## src/rtl/hecc_pkg.sv

```systemverilog
package hecc_pkg;

   typedef enum logic [1:0] {
      HECC_CLEAN    = 2'b00,
      HECC_FIXED    = 2'b01,
      HECC_CODE_ERR = 2'b10,
      HECC_FATAL    = 2'b11
   } hecc_stat_e;

   typedef enum logic [1:0] {
      PH_IDLE  = 2'b00,
      PH_DATA  = 2'b01,
      PH_CHECK = 2'b10
   } hecc_phase_e;

endpackage

```

## src/rtl/hecc_accum.sv

```systemverilog
// Running parity over one block; code_o is the code including the current byte.
module hecc_accum #(
   parameter int DATA_W = 8,
   parameter int IDX_W  = 9,
   localparam int BIT_W  = $clog2(DATA_W),
   localparam int HALF_W = IDX_W + BIT_W
) (
   input  logic                clk,
   input  logic                rst_n,
   input  logic                clr_i,
   input  logic                en_i,
   input  logic                last_i,
   input  logic [IDX_W-1:0]    idx_i,
   input  logic [DATA_W-1:0]   data_i,
   output logic [2*HALF_W-1:0] code_o
);

   logic [HALF_W-1:0] odd_q, even_q, odd_n, even_n;
   logic              byte_par;

   always_comb begin
      odd_n    = odd_q;
      even_n   = even_q;
      byte_par = ^data_i;
      if (en_i) begin
         for (int b = 0; b < DATA_W; b++) begin
            for (int k = 0; k < BIT_W; k++) begin
               if (((b >> k) & 1) == 1) odd_n[k]  = odd_n[k]  ^ data_i[b];
               else                     even_n[k] = even_n[k] ^ data_i[b];
            end
         end
         for (int k = 0; k < IDX_W; k++) begin
            if (idx_i[k]) odd_n[BIT_W+k]  = odd_n[BIT_W+k]  ^ byte_par;
            else          even_n[BIT_W+k] = even_n[BIT_W+k] ^ byte_par;
         end
      end
   end

   assign code_o = {even_n, odd_n};

   always_ff @(posedge clk) begin
      if (!rst_n || clr_i || (en_i && last_i)) begin
         odd_q  <= '0;
         even_q <= '0;
      end else if (en_i) begin
         odd_q  <= odd_n;
         even_q <= even_n;
      end
   end

endmodule

```

## src/rtl/hecc_classify.sv

```systemverilog
// Syndrome decode: clean, single data bit, single code bit, or uncorrectable.
module hecc_classify
   import hecc_pkg::*;
#(
   parameter int HALF_W = 12
) (
   input  logic [2*HALF_W-1:0] calc_i,
   input  logic [2*HALF_W-1:0] stored_i,
   output hecc_stat_e          stat_o,
   output logic [HALF_W-1:0]   loc_o
);

   logic [2*HALF_W-1:0] syn;
   logic                pairs_split;

   assign syn         = calc_i ^ stored_i;
   assign pairs_split = &(syn[HALF_W-1:0] ^ syn[2*HALF_W-1:HALF_W]);

   always_comb begin
      loc_o = '0;
      if (syn == '0) begin
         stat_o = HECC_CLEAN;
      end else if (pairs_split) begin
         stat_o = HECC_FIXED;
         loc_o  = syn[HALF_W-1:0];
      end else if ($onehot(syn)) begin
         stat_o = HECC_CODE_ERR;
      end else begin
         stat_o = HECC_FATAL;
      end
   end

endmodule

```

## src/rtl/hecc_seq.sv

```systemverilog
// Page phase, byte/block counters and stored-code order.
module hecc_seq
   import hecc_pkg::*;
#(
   parameter int BLOCKS = 4,
   parameter int IDX_W  = 9,
   localparam int BLK_W = (BLOCKS > 1) ? $clog2(BLOCKS) : 1
) (
   input  logic             clk,
   input  logic             rst_n,
   input  logic             start_i,
   input  logic [IDX_W-1:0] start_ofs_i,
   input  logic             wr_mode_i,
   input  logic             din_valid_i,
   input  logic             chk_valid_i,
   output logic             page_start_o,
   output logic             acc_en_o,
   output logic             acc_last_o,
   output logic [IDX_W-1:0] byte_idx_o,
   output logic [BLK_W-1:0] blk_idx_o,
   output logic             wr_mode_o,
   output logic             chk_take_o,
   output logic [BLK_W-1:0] chk_idx_o
);

   localparam logic [BLK_W-1:0] LAST_BLK = BLK_W'(BLOCKS - 1);

   hecc_phase_e      phase_q;
   logic             mode_q;
   logic [IDX_W-1:0] byte_q;
   logic [BLK_W-1:0] blk_q, chk_q;

   assign page_start_o = start_i && (start_ofs_i == '0);
   assign acc_en_o     = (phase_q == PH_DATA) && din_valid_i && !page_start_o;
   assign acc_last_o   = acc_en_o && (byte_q == '1);
   assign chk_take_o   = (phase_q == PH_CHECK) && chk_valid_i && !page_start_o;
   assign byte_idx_o   = byte_q;
   assign blk_idx_o    = blk_q;
   assign chk_idx_o    = chk_q;
   assign wr_mode_o    = mode_q;

   always_ff @(posedge clk) begin
      if (!rst_n) begin
         phase_q <= PH_IDLE;
         mode_q  <= 1'b0;
         byte_q  <= '0;
         blk_q   <= '0;
         chk_q   <= '0;
      end else if (page_start_o) begin
         phase_q <= PH_DATA;
         mode_q  <= wr_mode_i;
         byte_q  <= '0;
         blk_q   <= '0;
         chk_q   <= '0;
      end else begin
         if (acc_en_o) begin
            byte_q <= byte_q + 1'b1;
            if (acc_last_o) begin
               blk_q <= blk_q + 1'b1;
               if (blk_q == LAST_BLK) phase_q <= mode_q ? PH_IDLE : PH_CHECK;
            end
         end
         if (chk_take_o) begin
            chk_q <= chk_q + 1'b1;
            if (chk_q == LAST_BLK) phase_q <= PH_IDLE;
         end
      end
   end

endmodule

```

## src/rtl/hecc_page_engine.sv

```systemverilog
module hecc_page_engine
   import hecc_pkg::*;
#(
   parameter int DATA_W      = 8,
   parameter int BLOCK_BYTES = 512,
   parameter int BLOCKS      = 4,
   localparam int IDX_W  = $clog2(BLOCK_BYTES),
   localparam int BIT_W  = $clog2(DATA_W),
   localparam int HALF_W = IDX_W + BIT_W,
   localparam int CODE_W = 2 * HALF_W,
   localparam int BLK_W  = (BLOCKS > 1) ? $clog2(BLOCKS) : 1
) (
   input  logic                     clk,
   input  logic                     rst_n,
   input  logic                     start_i,
   input  logic [IDX_W-1:0]         start_ofs_i,
   input  logic                     wr_mode_i,
   input  logic                     din_valid_i,
   input  logic [DATA_W-1:0]        din_i,
   input  logic                     chk_valid_i,
   input  logic [CODE_W-1:0]        chk_code_i,
   output logic                     code_valid_o,
   output logic [BLK_W-1:0]         code_blk_o,
   output logic [CODE_W-1:0]        code_o,
   output logic [BLOCKS-1:0]        chk_done_o,
   output logic [2*BLOCKS-1:0]      stat_o,
   output logic [HALF_W*BLOCKS-1:0] loc_o
);

   if ((1 << IDX_W) != BLOCK_BYTES) begin : g_bad_block
      $error("BLOCK_BYTES must be a power of two");
   end
   if ((1 << BIT_W) != DATA_W || DATA_W < 2) begin : g_bad_width
      $error("DATA_W must be a power of two of at least 2");
   end
   if (BLOCKS < 1 || BLOCKS > 16) begin : g_bad_blocks
      $error("BLOCKS must lie in 1..16");
   end

   logic              page_start, acc_en, acc_last, wr_mode, chk_take;
   logic [IDX_W-1:0]  byte_idx;
   logic [BLK_W-1:0]  blk_idx, chk_idx;
   logic [CODE_W-1:0] code_nxt;
   hecc_stat_e        cls_stat;
   logic [HALF_W-1:0] cls_loc;

   logic [CODE_W-1:0] comp_q [BLOCKS];
   hecc_stat_e        stat_q [BLOCKS];
   logic [HALF_W-1:0] loc_q  [BLOCKS];
   logic [BLOCKS-1:0] done_q;
   logic              cv_q;
   logic [BLK_W-1:0]  cblk_q;
   logic [CODE_W-1:0] code_q;

   hecc_seq #(.BLOCKS(BLOCKS), .IDX_W(IDX_W)) u_seq (
      .clk          (clk),
      .rst_n        (rst_n),
      .start_i      (start_i),
      .start_ofs_i  (start_ofs_i),
      .wr_mode_i    (wr_mode_i),
      .din_valid_i  (din_valid_i),
      .chk_valid_i  (chk_valid_i),
      .page_start_o (page_start),
      .acc_en_o     (acc_en),
      .acc_last_o   (acc_last),
      .byte_idx_o   (byte_idx),
      .blk_idx_o    (blk_idx),
      .wr_mode_o    (wr_mode),
      .chk_take_o   (chk_take),
      .chk_idx_o    (chk_idx)
   );

   hecc_accum #(.DATA_W(DATA_W), .IDX_W(IDX_W)) u_acc (
      .clk    (clk),
      .rst_n  (rst_n),
      .clr_i  (page_start),
      .en_i   (acc_en),
      .last_i (acc_last),
      .idx_i  (byte_idx),
      .data_i (din_i),
      .code_o (code_nxt)
   );

   hecc_classify #(.HALF_W(HALF_W)) u_cls (
      .calc_i   (comp_q[chk_idx]),
      .stored_i (chk_code_i),
      .stat_o   (cls_stat),
      .loc_o    (cls_loc)
   );

   always_ff @(posedge clk) begin
      if (!rst_n) begin
         cv_q   <= 1'b0;
         cblk_q <= '0;
         code_q <= '0;
      end else begin
         cv_q <= acc_last && wr_mode;
         if (acc_last) begin
            cblk_q <= blk_idx;
            code_q <= code_nxt;
         end
      end
   end

   always_ff @(posedge clk) begin
      if (!rst_n || page_start) begin
         done_q <= '0;
         for (int k = 0; k < BLOCKS; k++) begin
            comp_q[k] <= '0;
            stat_q[k] <= HECC_CLEAN;
            loc_q[k]  <= '0;
         end
      end else begin
         if (acc_last && !wr_mode) comp_q[blk_idx] <= code_nxt;
         if (chk_take) begin
            stat_q[chk_idx] <= cls_stat;
            loc_q[chk_idx]  <= cls_loc;
            done_q[chk_idx] <= 1'b1;
         end
      end
   end

   assign code_valid_o = cv_q;
   assign code_blk_o   = cblk_q;
   assign code_o       = code_q;
   assign chk_done_o   = done_q;

   for (genvar k = 0; k < BLOCKS; k++) begin : g_flat
      assign stat_o[2*k +: 2]         = stat_q[k];
      assign loc_o[HALF_W*k +: HALF_W] = loc_q[k];
   end

endmodule

```

## config.mk

```make
export PLATFORM = sky130hd
export DESIGN_NAME = hecc_page_engine
export DESIGN_NICKNAME = d
export VERILOG_FILES = /design/src/rtl/hecc_pkg.sv /design/src/rtl/hecc_accum.sv /design/src/rtl/hecc_classify.sv /design/src/rtl/hecc_seq.sv /design/src/rtl/hecc_page_engine.sv
export SDC_FILE = /design/constraint.sdc
export NUM_CORES = 1
export LEC_CHECK = 0
export BUFFER_PORTS_ARGS = -buffer_cell sky130_fd_sc_hd__buf_4
export CORE_UTILIZATION = 60
export CTS_BUF_LIST = sky130_fd_sc_hd__clkbuf_4 sky130_fd_sc_hd__clkbuf_8
export DETAILED_ROUTE_END_ITERATION = 12
export PLACE_DENSITY = 0.82
export SETUP_SLACK_MARGIN = 0.4
export SLEW_MARGIN = 20
export SYNTH_ARGS = -nofsm -noshare
export SYNTH_HDL_FRONTEND = slang
export SYNTH_SLANG_ARGS = --single-unit
```

## constraint.sdc

```tcl
create_clock -name clk -period 14.3 [get_ports clk]
set_input_delay 1.43 -clock clk [delete_from_list [all_inputs] [get_ports clk]]
set_output_delay 1.43 -clock clk [all_outputs]
set_load 0.005 [all_outputs]
```

==> metrics.md, run 1 <==
| Metric | Value |
|---|---|
| Combinational power share | 24.0% |
| CTS Hold Bufs | 0 |
| Post-synthesis sequential area ratio | between 50% and 60% |
| Worst VDD drop | 218 uV |
| Routed Antenna Nets | 0 |
| Fin crit share | 44.3% |
| Synth Flop Type | edfxtp_1 |
| First-pass GRT wire length | between 30 and 40 mm |
| Worst endpoint data arrival time | around 6600 ps |
| Status | finished, final reports clean |
| Vias in the first global route | 6806 |
| Final TNS setup | 0 ps |
| MaxCap Viol Count | 0 |
| Synth area leaders | edfxtp_1 43%, dfxtp_1 14%, nor2_1 5.3% |
| Initial Utilization | about three fifths |
| Distinct cell type count after synthesis | 45 |
| Die Width | approximately 130 microns |
| Placer's final routability congestion estimate | 0.902 |
| FILL cells | 1137 |
| Die area | 0.0181 sq mm |
| N_diodes | 0 |
| Clock share of power | 35.1% |
| Clock slew at reported path FFs | approximately 70 ps |
| Register area | 0.00603 sq mm |
| Max FO, Critical Path | 24 |
| CTS root buffer | clkbuf_8 |
| Cts repair resizes | 0 |
| Final HPWL DP | 15.6 mm |
| Port Buf Inserts | 133 |
| Syn avg cell area | 12.4 sq um |
| Setup crit end kind | flop |
| 1st-iter DRT viols | 480 |
| Least-Margin Pin Slew | 1120 ps |
| CTS tree | yes |
| Cell row count | 48 |
| Count of final hold-check violations | 0 |
| Cell Area, Synth | 0.0106 sq mm |
| Sw Pwr | 0.489 mW |
| Final Util | 72.6% |
| Most common cell after layout, fill and taps aside | edfxtp_1 |
| Hold Path Class | reg -> reg |
| RSZ-0062 raised after global routing | false |
| P&R area growth vs syn | 18.4% |
| Routed WL | 22.4 mm |
| Cells after Synth | 854 |
| Max_slew headroom | 25.0% |
| Yosys warnings | 0 |
| Post-synth ARST share | 0% |
| Cts bufs inserted | 37 |
| Largest net degree at the start of global routing | 54 |
| Sequential Power Share | 40.9% |
| CORE AREA | 0.0172 sq mm |
| Worst path required time | around 15000 ps |
| Setup violations, final | 0 |
| Fraction of layout cells with a size suffix above 1 | 27.1% |
| Kind of critical path | reg -> reg |
| TritonRoute pass-1 iters | 5 |
| #FFs+latches synth | 225 |
| P_int | 1.27 mW |
| Via count | about 6800 |
| Initial antenna violation count | 0 |
| Leakage | about 4.7 nW |
| Multi-input gate area | 0.00412 sq mm |
| Max Freq | 158 MHz |
| Post-synth top area share | 43.2% |
| Worst skew pair latency | 520 ps |
| Per-cell routed wire length | between 15 and 20 microns |
| Crit path time final | 6330 ps |
| Avg Vias per Cell | 5.49 |
| All-Layer GR Usage | roughly a quarter |
| Cell Pwr Density | 141 mW/mm^2 |
| Worst setup SP type | flop |
| Commonest cells after routing, fill and taps aside | 152 x edfxtp_1, 149 x nor2_1, 141 x buf_4 |
| Level count of the clock H-tree | 2 |
| Nets | roughly 1100 |
| Sw Ratio | between 20% and 30% |
| I/O pin cnt | 134 |
| Worst clock skew | 13.3 ps |
| Post-CTS Setup Bufs | 0 |
| Longest Clk Path Bufs | 3 |
| Yosys top cell by area | edfxtp_1 |
| # DRC | 0 |
| Post-synth EDFFs | around 150 |
| Congestion Overflow GR | 0 |
| Clock net sink count | 225 |
| Syn nets | 957 |
| Slew Limit Fails | 0 |
| Die H | 135 microns |
==> cell usage after synthesis (7+ instances only) <==
library cell / number
nor3_2: 21
nand2_1: 35
buf_6: 7
inv_1: 58
clkbuf_1: 31
xor2_1: 26
o21ai_0: 22
nand4_1: 7
xnor2_1: 46
mux4_2: 24
nand2b_1: 13
a21oi_1: 28
edfxtp_1: 152
fa_1: 19
xnor2_2: 15
nor2_1: 149
nand3_1: 13
nor3_1: 27
ha_1: 37
dfxtp_1: 73
==> metal layers <==
metal  routed length (microns)  global-route usage, %
met5                         0                      0
met4                       495                   8.86
met3                      1530                   4.35
met2                     11300                   43.4
met1                      9040                   33.0
==> power groups by stage <==
stage / Sequential, mW / Combinational (mW) / Clock (mW)
after floorplan: 0.734 / 0.309 / 0
after global placement: 0.734 / 0.394 / 0
after detailed placement: 0.736 / 0.427 / 0
after CTS: 0.722 / 0.430 / 0.621
after global routing: 0.723 / 0.503 / 0.651
final: 0.722 / 0.422 / 0.619
==> stage by stage <==
stage | hold slack, ps | instance area [sq um] | instances | worst slack [ps] | total power, mW
6_report | 468 | 12500 | 1241 | 7970 | 1.76
5_1_grt | 496 | 12500 | 1241 | 7630 | 1.88
4_1_cts | 475 | 12500 | 1241 | 7900 | 1.77
3_5_place_dp | 463 | 11700 | 1177 | 7690 | 1.16
3_3_place_gp | 456 | 11700 | 1177 | 7810 | 1.13
2_1_floorplan | 460 | 10600 | 854 | 8250 | 1.04
==> cells by family after synthesis <==
kind of cell | count (synthesis) | share of synthesized area [%]
simple gates | 291 | 13.5
flops | 225 | 57.0
buf+inv | 101 | 4.10
xor+xnor | 87 | 8.28
compound gates | 69 | 3.91
fa+ha+maj | 56 | 7.98
mux | 25 | 5.21
==> flip-flops by register name, indices dropped and copies added, names as in the netlist, named ones only <==
register	flops
chk_done_o	4
code_blk_o	2
code_o	24
code_valid_o	1
comp_q	96
loc_q	48
stat_q	8
u_acc.even_q	12
u_acc.odd_q	12
u_seq.blk_idx_o	2
u_seq.byte_idx_o	9
u_seq.chk_idx_o	2
u_seq.phase_q	2
u_seq.wr_mode_o	1
==> worst paths after layout <==
kind / startpoint / to / slack [ps] / cells after the start
setup / recovery: flop / stat_q[1][0]$_SDFFCE_PN0P_ / 7970 / 18
hold / removal: chk_done_o[1]$_SDFFE_PP0P_ / chk_done_o[1]$_SDFFE_PP0P_ / 470 / 2
setup reg to reg: flop / stat_q[1][0]$_SDFFCE_PN0P_ / 7970 / 18
hold reg to reg: chk_done_o[1]$_SDFFE_PP0P_ / chk_done_o[1]$_SDFFE_PP0P_ / 470 / 2
==> critical path, stage by stage, from the launching register on <==
cell and delay (ps):
dfxtp_1 310, buf_4 410, mux4_2 610, xnor2_1 330, inv_1 110, ha_1 230
fa_1 530, inv_1 60, fa_1 510, fa_1 540, fa_1 550, inv_1 50
fa_1 470, ha_1 240, fa_1 390, xor2_1 180, nor3_1 120, and3_1 310
a211oi_1 110
==> layout make-up <==
class	count	share of cell area [%]
well taps	225	2.25
clock inverters	10	1.24
inverters	58	1.74
repair buffers	141	8.46
clock buffers	54	5.24
flip-flops and latches	225	48.2
multi-input cells	528	32.9
No activity file was read; power rests on OpenSTA's default activity.
==> run 2: changes to the inputs <==
==> constraint.sdc (replaced) <==
create_clock -name clk -period 5.9 [get_ports clk]
set_input_delay 0.59 -clock clk [delete_from_list [all_inputs] [get_ports clk]]
set_output_delay 0.59 -clock clk [all_outputs]
set_load 0.005 [all_outputs]
==> run 2 against run 1 <==
  * Combinational power rose to 3.2 times the previous value
  * Largest cell class unchanged
  * Sequential power rose by 140%
  * Flip-flop and latch count did not move
  * Routed wire length rose by 11%
  * Power rose to 2.6 times the previous value
  * Count of clock-buffer cells in the layout fell by 10
  * Critical path type unchanged
  * Non-clock buffer count rose by 30
  * Clock power rose by 130%
  * Final area rose by 4.4%
  * Largest power group unchanged
  * Worst hold slack got worse by 130 ps
  * First-iteration DRC count rose by 11%
==> metrics.md, run 2 (synthesized netlist as in run 1, its figures left out) <==
| Metric | Value |
|---|---|
| Die H | 135 microns (unchanged) |
| CORE AREA | 0.0172 sq mm (unchanged) |
| Avg Vias per Cell | 5.60 (was 5.49) |
| Vias in the first global route | 7136 (was 6806) |
| I/O pin cnt | 134 (unchanged) |
| FILL cells | 1072 (was 1137) |
| Initial antenna violation count | 0 (unchanged) |
| Die Width | 135 microns (unchanged) |
| Cell Pwr Density | 347 mW/mm^2 (was 141 mW/mm^2) |
| Max FO, Critical Path | 5 (was 24) |
| Routed Antenna Nets | 0 (unchanged) |
| Worst VDD drop | 669 uV (was 218 uV) |
| Final Util | 75.7% (was 72.6%) |
| All-Layer GR Usage | 28.0% (was 25.5%) |
| Status | finished, final reports clean (unchanged) |
| Biggest register | comp_q (unchanged) |
| Longest Clk Path Bufs | 3 (unchanged) |
| Placed Area | 0.0118 sq mm (was 0.0117 sq mm) |
| Crit path time final | 5770 ps (was 6330 ps) |
| Worst clock skew | 25.7 ps (was 13.3 ps) |
| Fin crit share | 97.8% (was 44.3%) |
| RSZ-0062 raised after global routing | true (was false) |
| Final instance area | 0.0131 sq mm (was 0.0125 sq mm) |
| Congestion Overflow GR | 0 (unchanged) |
| Leakage | 4.89 nW (was 4.70 nW) |
| Max_slew headroom | 24.1% (was 25.0%) |
| Setup crit end kind | flop (unchanged) |
| P&R area growth vs syn | 23.6% (was 18.4%) |
| First-pass GRT wire length | 38.3 mm (was 35.1 mm) |
| Count of final hold-check violations | 0 (unchanged) |
| 1st-iter DRT viols | 534 (was 480) |
| # DRC | 0 (unchanged) |
| Routed WL | 24.9 mm (was 22.4 mm) |
| Per-cell routed wire length | 19.6 microns (was 18.0 microns) |
| Cell row count | 48 (unchanged) |
| Max Freq | 173 MHz (was 158 MHz) |
| Fraction of layout cells with a size suffix above 1 | 32.3% (was 27.1%) |
| Cts bufs inserted | 36 (was 37) |
| Slew Limit Fails | 0 (unchanged) |
| Hold Path Class | in -> reg (was reg -> reg) |
| Worst setup SP type | flop (unchanged) |
| Die area | 0.0181 sq mm (unchanged) |
| Clock net sink count | 225 (unchanged) |
| Commonest cells after routing, fill and taps aside | 163 x buf_4, 152 x edfxtp_1, 149 x nor2_1 (was 152 x edfxtp_1, 149 x nor2_1, 141 x buf_4) |
| CTS root buffer | clkbuf_8 (unchanged) |
| Worst path required time | 6140 ps (was 14540 ps) |
| Pwr Total | 4.54 mW (was 1.76 mW) |
| Clock slew at reported path FFs | 60 ps (was 70 ps) |
| Kind of critical path | reg -> reg (unchanged) |
| CTS Hold Bufs | 0 (unchanged) |
| MaxCap Viol Count | 0 (unchanged) |
| Placer's final routability congestion estimate | 0.908 (was 0.902) |
| Worst skew pair latency | 530 ps (was 520 ps) |
| Nets | 1123 (was 1094) |
| CTS tree | yes (unchanged) |
| Worst endpoint data arrival time | 6010 ps (was 6570 ps) |
| Via count | 7120 (was 6810) |
| Initial Utilization | 61.3% (unchanged) |
| Least-Margin Pin Slew | 1140 ps (was 1120 ps) |
| Port Buf Inserts | 133 (unchanged) |
| Largest net degree at the start of global routing | 47 (was 54) |
| Most common cell after layout, fill and taps aside | buf_4 (was edfxtp_1) |
| Level count of the clock H-tree | 2 (unchanged) |
| Setup violations, final | 0 (unchanged) |
| TritonRoute pass-1 iters | 5 (unchanged) |
| N_diodes | 0 (unchanged) |
| Max reg flops | 96 (unchanged) |
| Final HPWL DP | 15.9 mm (was 15.6 mm) |
run 2: cell count changes in the layout (fill, tap and decap cells not counted), sizes merged:
cell,delta
buf,+30
clkbuf,-10
clkinv,+11
clkinvlp,+1
inv,-1
run 2: final timing paths:
path / start / end / slack, ps / cells after the start
setup reg to reg: flop / stat_q[1][0]$_SDFFCE_PN0P_ / 130 / 19
setup / recovery: flop / stat_q[1][0]$_SDFFCE_PN0P_ / 130 / 19
hold reg to reg: code_blk_o[0]$_SDFFE_PN0P_ / code_blk_o[0]$_SDFFE_PN0P_ / 470 / 2
hold / removal: wr_mode_i / u_seq.wr_mode_o$_SDFFE_PN0P_ / 330 / 3
run 2: stage by stage:
stage | setup TNS, ps | hold WS [ps] | instances | setup WS (ps)
finish | 0 | 334 | 1272 | 131
detailed placement | 0 | 465 | 1187 | 7.44
floorplan | 0 | 460 | 854 | 426
global route | -8.10 | 374 | 1272 | -8.10
global placement | 0 | 457 | 1187 | 144
CTS | 0 | 318 | 1264 | 206
run 2: area by class of cell:
class                           count  area, sq um  share of cell area [%]
Clock buffer                       44          574                    4.40
Multi-Input combinational cell    528         4380                    33.6
Inverter                           58          218                    1.67
Clock inverter                     21          199                    1.52
Tap cell                          225          282                    2.16
Timing Repair Buffer              171         1370                    10.5
Sequential cell                   225         6030                    46.2
run 2: power breakdown:
part / internal (mW) / leakage, nW / total (mW) / switching, mW
sequential: 1.73 / 2.03 / 1.75 / 0.0198
clock: 0.822 / 0.400 / 1.44 / 0.620
combinational: 0.618 / 2.46 / 1.34 / 0.723
run 2: what timing repair did:
action,CTS,global route
pin swaps,14,17
endpoints found under the setup margin,4,4
buffers inserted,10,8
cloned,2,0
resized for setup,19,35
run 2: critical path, cell delays in order (launching register included):
cell and delay [ps]:
dfxtp_4 420, buf_6 130, buf_16 120, mux4_2 580, xnor2_4 200, inv_1 70
ha_1 190, inv_1 70, fa_1 440, fa_1 480, fa_1 520, fa_1 530
inv_2 40, fa_1 450, ha_2 210, fa_2 360, xor2_2 200, nor3_2 130
and3_4 250, a211oi_1 80
run 2: routing by layer:
layer  part of all wire (%)  vias to the layer above  GRT usage, %
met4                    2.7                        0          11.5
met3                    6.2                       49          4.39
met1                     39                     3497          35.5
li1                       -                     3272             -
met5                      0                        -             0
met2                     52                      302          48.1
